==> src/rtl/pata_pio_pkg.sv <==
package pata_pio_pkg;
  localparam int REG_W = 16;

  typedef struct packed {
    logic accept;
    logic capture;
    logic strobeOn;
  } ctrlStrobes_t;
endpackage

==> src/rtl/pata_pio_ctrl.sv <==
module pata_pio_ctrl
  import pata_pio_pkg::*;
#(
  parameter int CNT_W = 4
) (
  input  logic             clk,
  input  logic             rstN,
  input  logic             hit,
  input  logic [CNT_W-1:0] strobeLen,
  input  logic [CNT_W-1:0] recovLen,
  input  logic             useRdy,
  input  logic             iordy,
  output ctrlStrobes_t     strobes,
  output logic             ready
);
  typedef enum logic [1:0] {ST_IDLE, ST_STROBE, ST_RECOV} state_t;

  state_t           state;
  logic [CNT_W-1:0] cnt;
  logic [CNT_W-1:0] recQ;
  logic             rdyQ;
  logic             done;

  always_comb begin
    done             = (state == ST_STROBE) && (cnt == '0) && (!rdyQ || iordy);
    strobes.accept   = (state == ST_IDLE) && hit;
    strobes.capture  = done;
    strobes.strobeOn = (state == ST_STROBE);
  end

  always_ff @(posedge clk) begin
    if (!rstN) begin
      state <= ST_IDLE;
      cnt   <= '0;
      recQ  <= '0;
      rdyQ  <= 1'b0;
      ready <= 1'b0;
    end else begin
      ready <= done;
      case (state)
        ST_IDLE: begin
          if (strobes.accept) begin
            state <= ST_STROBE;
            cnt   <= strobeLen - CNT_W'(1);
            recQ  <= recovLen - CNT_W'(1);
            rdyQ  <= useRdy;
          end
        end
        ST_STROBE: begin
          if (cnt != '0) begin
            cnt <= cnt - CNT_W'(1);
          end else if (done) begin
            state <= ST_RECOV;
            cnt   <= recQ;
          end
        end
        default: begin
          if (cnt != '0) cnt <= cnt - CNT_W'(1);
          else state <= ST_IDLE;
        end
      endcase
    end
  end

  // the completion pulse lasts a single clock
  assert_ready_single_R7: assert property (@(posedge clk) disable iff (!rstN)
    ready |=> !ready);

  // ready comes in the clock where the strobe has just been released
  assert_ready_on_release_R7: assert property (@(posedge clk) disable iff (!rstN)
    $fell(strobes.strobeOn) |-> ready);

  // recovery keeps the strobe off right after release
  assert_recovery_gap_R8: assert property (@(posedge clk) disable iff (!rstN)
    $fell(strobes.strobeOn) |=> !strobes.strobeOn);

  // a low IORDY at the sample point stretches the strobe
  assert_iordy_hold_R6: assert property (@(posedge clk) disable iff (!rstN)
    (strobes.strobeOn && cnt == '0 && rdyQ && !iordy) |=> strobes.strobeOn);
endmodule

==> src/rtl/pata_pio_dp.sv <==
module pata_pio_dp
  import pata_pio_pkg::*;
#(
  parameter int          CNT_W         = 4,
  parameter int          ADDR_W        = 16,
  parameter int          DATA_W        = 16,
  parameter int          COMPAT_STROBE = 8,
  parameter int          COMPAT_RECOV  = 10,
  parameter logic [15:0] PRI_CMD       = 16'h01F0,
  parameter logic [15:0] PRI_CTL       = 16'h03F6,
  parameter logic [15:0] SEC_CMD       = 16'h0170,
  parameter logic [15:0] SEC_CTL       = 16'h0376
) (
  input  logic              clk,
  input  logic              rstN,
  input  logic              cfgWe,
  input  logic [REG_W-1:0]  cfgWdata,
  output logic [REG_W-1:0]  cfgRdata,
  input  logic              reqValid,
  input  logic              reqWrite,
  input  logic [ADDR_W-1:0] reqAddr,
  input  logic [DATA_W-1:0] reqWdata,
  output logic [DATA_W-1:0] rspRdata,
  input  ctrlStrobes_t      strobes,
  output logic              hit,
  output logic [CNT_W-1:0]  strobeLen,
  output logic [CNT_W-1:0]  recovLen,
  output logic              useRdy,
  output logic [2:0]        ideAddr,
  output logic              ideCs0N,
  output logic              ideCs1N,
  output logic              ideRdN,
  output logic              ideWrN,
  output logic [DATA_W-1:0] ideDataOut,
  output logic              ideDataOe,
  input  logic [DATA_W-1:0] ideDataIn,
  output logic              prefetchEn,
  output logic              irqSel
);
  logic [REG_W-1:0]  timReg;
  logic              driveSel;
  logic [ADDR_W-1:0] cmdBase, ctlAddr;
  logic              hitCmd, hitCtl, isData, useFast;
  logic [3:0]        nibble;
  logic              curWrite, curCmd, curPf;
  logic [2:0]        curAddr;
  logic [DATA_W-1:0] curWdata;

  always_comb begin
    cmdBase   = timReg[14] ? ADDR_W'(SEC_CMD) : ADDR_W'(PRI_CMD);
    ctlAddr   = timReg[14] ? ADDR_W'(SEC_CTL) : ADDR_W'(PRI_CTL);
    hitCmd    = timReg[15] && (reqAddr[ADDR_W-1:3] == cmdBase[ADDR_W-1:3]);
    hitCtl    = timReg[15] && (reqAddr == ctlAddr);
    hit       = reqValid && (hitCmd || hitCtl);
    nibble    = driveSel ? timReg[7:4] : timReg[3:0];
    isData    = hitCmd && (reqAddr[2:0] == 3'd0);
    useFast   = isData && nibble[0];
    strobeLen = useFast ? CNT_W'(timReg[13:12]) + CNT_W'(2) : CNT_W'(COMPAT_STROBE);
    recovLen  = useFast ? CNT_W'(timReg[9:8]) + CNT_W'(1) : CNT_W'(COMPAT_RECOV);
    useRdy    = useFast ? nibble[1] : 1'b1;
  end

  always_ff @(posedge clk) begin
    if (!rstN) begin
      timReg   <= '0;
      driveSel <= 1'b0;
      curWrite <= 1'b0;
      curCmd   <= 1'b0;
      curPf    <= 1'b0;
      curAddr  <= '0;
      curWdata <= '0;
      rspRdata <= '0;
    end else begin
      if (cfgWe) timReg <= cfgWdata;
      if (strobes.accept) begin
        curWrite <= reqWrite;
        curCmd   <= hitCmd;
        curAddr  <= hitCmd ? reqAddr[2:0] : 3'd6;
        curWdata <= reqWdata;
        curPf    <= isData && nibble[2];
        if (reqWrite && hitCmd && reqAddr[2:0] == 3'd6) driveSel <= reqWdata[4];
      end
      if (strobes.capture && !curWrite) rspRdata <= ideDataIn;
    end
  end

  always_comb begin
    cfgRdata   = timReg;
    irqSel     = timReg[14];
    ideAddr    = curAddr;
    ideCs0N    = !(strobes.strobeOn && curCmd);
    ideCs1N    = !(strobes.strobeOn && !curCmd);
    ideRdN     = !(strobes.strobeOn && !curWrite);
    ideWrN     = !(strobes.strobeOn && curWrite);
    ideDataOut = curWdata;
    ideDataOe  = strobes.strobeOn && curWrite;
    prefetchEn = strobes.strobeOn && curPf;
  end

  // nothing is accepted while the function is disabled
  assert_disabled_idle_R1: assert property (@(posedge clk) disable iff (!rstN)
    strobes.accept |-> timReg[15]);

  // a strobed cycle selects exactly one block
  assert_one_select_R2: assert property (@(posedge clk) disable iff (!rstN)
    strobes.strobeOn |-> (ideCs0N != ideCs1N));
endmodule

==> src/rtl/pata_pio_timer.sv <==
module pata_pio_timer
  import pata_pio_pkg::*;
#(
  parameter int ADDR_W        = 16,
  parameter int DATA_W        = 16,
  parameter int COMPAT_STROBE = 8,
  parameter int COMPAT_RECOV  = 10
) (
  input  logic              clk,
  input  logic              rstN,
  input  logic              cfgWe,
  input  logic [REG_W-1:0]  cfgWdata,
  output logic [REG_W-1:0]  cfgRdata,
  input  logic              reqValid,
  input  logic              reqWrite,
  input  logic [ADDR_W-1:0] reqAddr,
  input  logic [DATA_W-1:0] reqWdata,
  output logic              reqReady,
  output logic [DATA_W-1:0] rspRdata,
  output logic [2:0]        ideAddr,
  output logic              ideCs0N,
  output logic              ideCs1N,
  output logic              ideRdN,
  output logic              ideWrN,
  output logic [DATA_W-1:0] ideDataOut,
  output logic              ideDataOe,
  input  logic [DATA_W-1:0] ideDataIn,
  input  logic              iordy,
  output logic              prefetchEn,
  output logic              irqSel
);
  localparam int MAX_A   = (COMPAT_STROBE > COMPAT_RECOV) ? COMPAT_STROBE : COMPAT_RECOV;
  localparam int MAX_LEN = (MAX_A > 5) ? MAX_A : 5;
  localparam int CNT_W   = $clog2(MAX_LEN + 1);

  ctrlStrobes_t     strobes;
  logic             hit, useRdy;
  logic [CNT_W-1:0] strobeLen, recovLen;

  pata_pio_ctrl #(.CNT_W(CNT_W)) u_ctrl (
    .clk(clk), .rstN(rstN), .hit(hit), .strobeLen(strobeLen),
    .recovLen(recovLen), .useRdy(useRdy), .iordy(iordy),
    .strobes(strobes), .ready(reqReady)
  );

  pata_pio_dp #(
    .CNT_W(CNT_W), .ADDR_W(ADDR_W), .DATA_W(DATA_W),
    .COMPAT_STROBE(COMPAT_STROBE), .COMPAT_RECOV(COMPAT_RECOV)
  ) u_dp (
    .clk(clk), .rstN(rstN), .cfgWe(cfgWe), .cfgWdata(cfgWdata),
    .cfgRdata(cfgRdata), .reqValid(reqValid), .reqWrite(reqWrite),
    .reqAddr(reqAddr), .reqWdata(reqWdata), .rspRdata(rspRdata),
    .strobes(strobes), .hit(hit), .strobeLen(strobeLen),
    .recovLen(recovLen), .useRdy(useRdy), .ideAddr(ideAddr),
    .ideCs0N(ideCs0N), .ideCs1N(ideCs1N), .ideRdN(ideRdN),
    .ideWrN(ideWrN), .ideDataOut(ideDataOut), .ideDataOe(ideDataOe),
    .ideDataIn(ideDataIn), .prefetchEn(prefetchEn), .irqSel(irqSel)
  );
endmodule

==> config.mk <==
export PLATFORM = sky130hd
export DESIGN_NAME = pata_pio_timer
export DESIGN_NICKNAME = d
export VERILOG_FILES = /design/src/rtl/pata_pio_pkg.sv /design/src/rtl/pata_pio_ctrl.sv /design/src/rtl/pata_pio_dp.sv /design/src/rtl/pata_pio_timer.sv
export SDC_FILE = /design/constraint.sdc
export NUM_CORES = 1
export LEC_CHECK = 0
export ABC_CLOCK_PERIOD_IN_PS = 4000
export CAP_MARGIN = 0
export CORE_UTILIZATION = 43
export DETAILED_ROUTE_END_ITERATION = 7
export GPL_ROUTABILITY_DRIVEN = 1
export GPL_TIMING_DRIVEN = 0
export PLACE_DENSITY = 0.81
export SETUP_SLACK_MARGIN = 0.5
export SYNTH_ARGS = -nofsm -noshare
export SYNTH_HDL_FRONTEND = slang
export SYNTH_HIERARCHICAL = 1
export SYNTH_SLANG_ARGS = --single-unit
==> constraint.sdc <==
create_clock -name clk -period 4 [get_ports clk]
set_clock_uncertainty 0.15 [all_clocks]
set_input_delay 0.4 -clock clk [delete_from_list [all_inputs] [get_ports clk]]
set_output_delay 0.4 -clock clk [all_outputs]
set_load 0.05 [all_outputs]
==> metrics <==
status=finished, final reports clean; drt first pass iters=4; Pint=1.063 mW; drt via density=4.827; leakage=1.700 nW; fillers=586; cts hold-fix bufs=0; initial antenna violation count=0; clock buffer depth=2; PwrDens=303.2 mW/mm²; via count=2713; Sw Ratio=24.82%; H-tree depth=3; Worst EP arrival=3.25 ns; CP Cell Sequence=clkdlybuf4s50_1 > nor4_2 > nand4_2 > a2111oi_4 > and2_1 > buf_2 > buf_2 > nand2_1 > or3_1 > o311ai_1 > o41ai_1; total global routing track utilization=21.45%; Rows=30; Multi-input gate area=0.001573 mm²; post-synth top area cell=dfxtp_1; GRT Residual Overflow=0; num ports=129; top cells by area, synth=dfxtp_1 (44%), mux2i_1 (12%), nor2b_1 (7.6%), nand2_1 (5.4%), a21boi_0 (4.2%); Clk pwr share=39.5%; max-slew violation count=0; WS Path Type=in -> reg; Design Power=1.414 mW; Gate power share=12.1%; final WL=7637 µm; clk sinks=67; Post-Route Setup TNS=0 ns; CTS root buffer=clkbuf_8; final hold violation count=0; Syn Area/Cell=9.456 µm²; Cells after Synth=323; Register Area=0.001341 mm²; Most used DFF post-synth=dfxtp_1; period utilization=79.60%; CTS Buf Count=9; Final setup viols=0; Synth async-reset ratio=0%; share of layout cells above drive strength 1=9.227%; Core Region=0.006832 mm²; Min-Delay Path Class=reg -> reg; post-synthesis sequential area ratio=43.92%; CTS clk-pin slew, worst paths=0.08 ns; chip width=86.28 µm; critical path launch point type=input port; Yosys top cell area share=43.92%; GPL Wtd Cong=0.8366; Die ar.=0.007443 mm²; measured slew at the worst slew-check pin=0.5288 ns; Max FO, Critical Path=10; Post-CTS Setup Repair Bufs=0; Seq cells post-synth=67; Critical Path Most Common Cell=buf_2; RSZ-0062 raised after global routing=no; # DRC=0; nets=535; global-route wire length before repair=12580 µm; CP top delay family=simple AND/OR/NAND/NOR gates; ant diodes=0; vias in the first global route=2708; fmax=314.1 MHz; Setup crit end kind=flip-flop; final antenna-violating net count=0; sequential power share=48.4%; Area growth syn-to-layout=52.72%; largest net degree at the start of global routing=14; CTS tree=yes; Max VDD drop=0.0002152 V; slew margin rel.=64.63%; CP bufs+invs=3; min Tclk post-route=3.184 ns; chip height=86.28 µm; Worst path max stage delay=0.41 ns; clk_lat worst skew=0.34 ns; CP max-delay cell=clkdlybuf4s50_1; Post-CTS Resized=1; Synth Cell Area=0.003054 mm²; CP required=4.07 ns; syn_nets=397; EDFF count, synth=0; Synth cell types=48; Max-Cap Viols=0; Initial Util=44.71%; Final HPWL DP=5829 µm; routed length per instance=13.59 µm; starting DRC count in detailed routing=75; Switch Pwr=0.3510 mW; IO buf count=127; yosys warns=6
-- through the flow --
step / std cells / hold WS (ns) / worst slack (ns) / cell area (µm²) / util [%]
floorplan: 323 / 0.3131 / 0.8200 / 3054 / -
global placement: 546 / 0.2915 / 0.08220 / 4446 / 65.07
detailed placement: 546 / 0.3095 / 0.03035 / 4446 / 65.07
CTS: 562 / 0.3216 / 0.5401 / 4647 / 68.02
global route: 562 / 0.3375 / 0.5666 / 4664 / 68.28
finish: 562 / 0.3143 / 0.8161 / 4664 / 68.28
-- per-layer routing --
metal  GRT usage (%)  vias up  wire, µm
li1                -     1368         -
met2           38.89       75      3949
met1           24.12     1263      3166
met5               0        -         0
met4           6.364        0        70
met3           6.571        7       450
-- sequential cells by signal (all words and copies together), names as in the netlist --
| name | count |
|---|---|
| u_ctrl/cnt | 4 |
| u_ctrl/rdyQ | 1 |
| u_ctrl/ready | 1 |
| u_ctrl/recQ | 4 |
| u_ctrl/state | 2 |
| u_dp/cfgRdata | 16 |
| u_dp/curCmd | 1 |
| u_dp/curPf | 1 |
| u_dp/curWrite | 1 |
| u_dp/driveSel | 1 |
| u_dp/ideAddr | 3 |
| u_dp/ideDataOut | 16 |
| u_dp/rspRdata | 16 |
-- cell families (layout without fill, tap and decap cells) --
group | after synthesis | after routing | synth area share (%)
flops | 67 | 67 | 43.92
xor+xnor | 6 | 6 | 1.721
buf+inv | 36 | 179 | 5.203
mux | 36 | 36 | 11.80
fa+ha+maj | 4 | 4 | 1.639
compound gates | 50 | 50 | 12.66
simple gates | 124 | 124 | 23.06
-- tightest hold or removal path, stage by stage (launching register included) --
cell      delay [ns]
dfxtp_1         0.31
nand2_1         0.05
a21boi_0        0.06
-- final timing paths --
kind                           from          endpoint  slack, ns  cells past startpoint
setup / recovery        reqAddr[10]     u_dp/driveSel       0.82                     11
setup reg to reg  u_dp/cfgRdata[14]     u_dp/driveSel       1.03                     10
hold / removal     u_dp/rspRdata[2]  u_dp/rspRdata[2]       0.31                      2
hold reg to reg    u_dp/rspRdata[2]  u_dp/rspRdata[2]       0.31                      2
-- power groups by stage --
stage	Sequential, mW	Combinational (mW)	Clock, mW
final	0.684	0.171	0.559
after floorplan	0.731	0.0397	0
after global routing	0.686	0.181	0.605
after detailed placement	0.700	0.170	0
after global placement	0.699	0.168	0
after CTS	0.684	0.171	0.578
-- Yosys cell counts (all sizes together), types with 2 or more instances --
master / count
o22a: 2
o41ai: 2
ha: 4
o21ai: 7
xnor2: 6
mux2i: 36
nand3b: 2
clkbuf: 9
or3: 2
a21boi: 18
buf: 13
and4bb: 2
a21oi: 5
nand2: 44
and2: 7
nand2b: 4
dfxtp: 67
inv: 14
nor4: 2
o211a: 4
a32o: 2
nor2b: 37
nor3: 9
a211oi: 2
a31oi: 2
nor2: 7
-- layout by cell type (no fill, tap or decap), types with 2 or more instances in the layout --
master	instances
clkinv_4	2
clkbuf_8	9
xnor2_1	6
buf_4	3
nand2_1	44
a32o_1	2
ha_1	4
and2_1	7
and4bb_2	2
nor2_2	2
nor3_1	8
buf_2	10
or3_1	2
a21oi_1	5
nand3b_1	2
o22a_1	2
nand2b_1	4
o41ai_1	2
a31oi_1	2
clkbuf_1	9
clkinvlp_4	2
o21ai_0	6
mux2i_1	36
inv_1	13
dfxtp_1	67
a21boi_0	17
nor2b_1	37
clkdlybuf4s50_1	127
nor2_1	5
o211a_1	4
-- cell type report --
| cell class | instances | area share [%] |
|---|---|---|
| flip-flops and latches | 67 | 28.76 |
| clock inverters | 7 | 1.636 |
| clock buffers | 9 | 2.656 |
| well taps | 96 | 2.575 |
| inverters | 14 | 1.127 |
| multi-input cells | 220 | 33.72 |
| repair buffers | 127 | 27.25 |
| plain buffers | 22 | 2.280 |
Note: power is estimated with default switching activity, not from simulation.
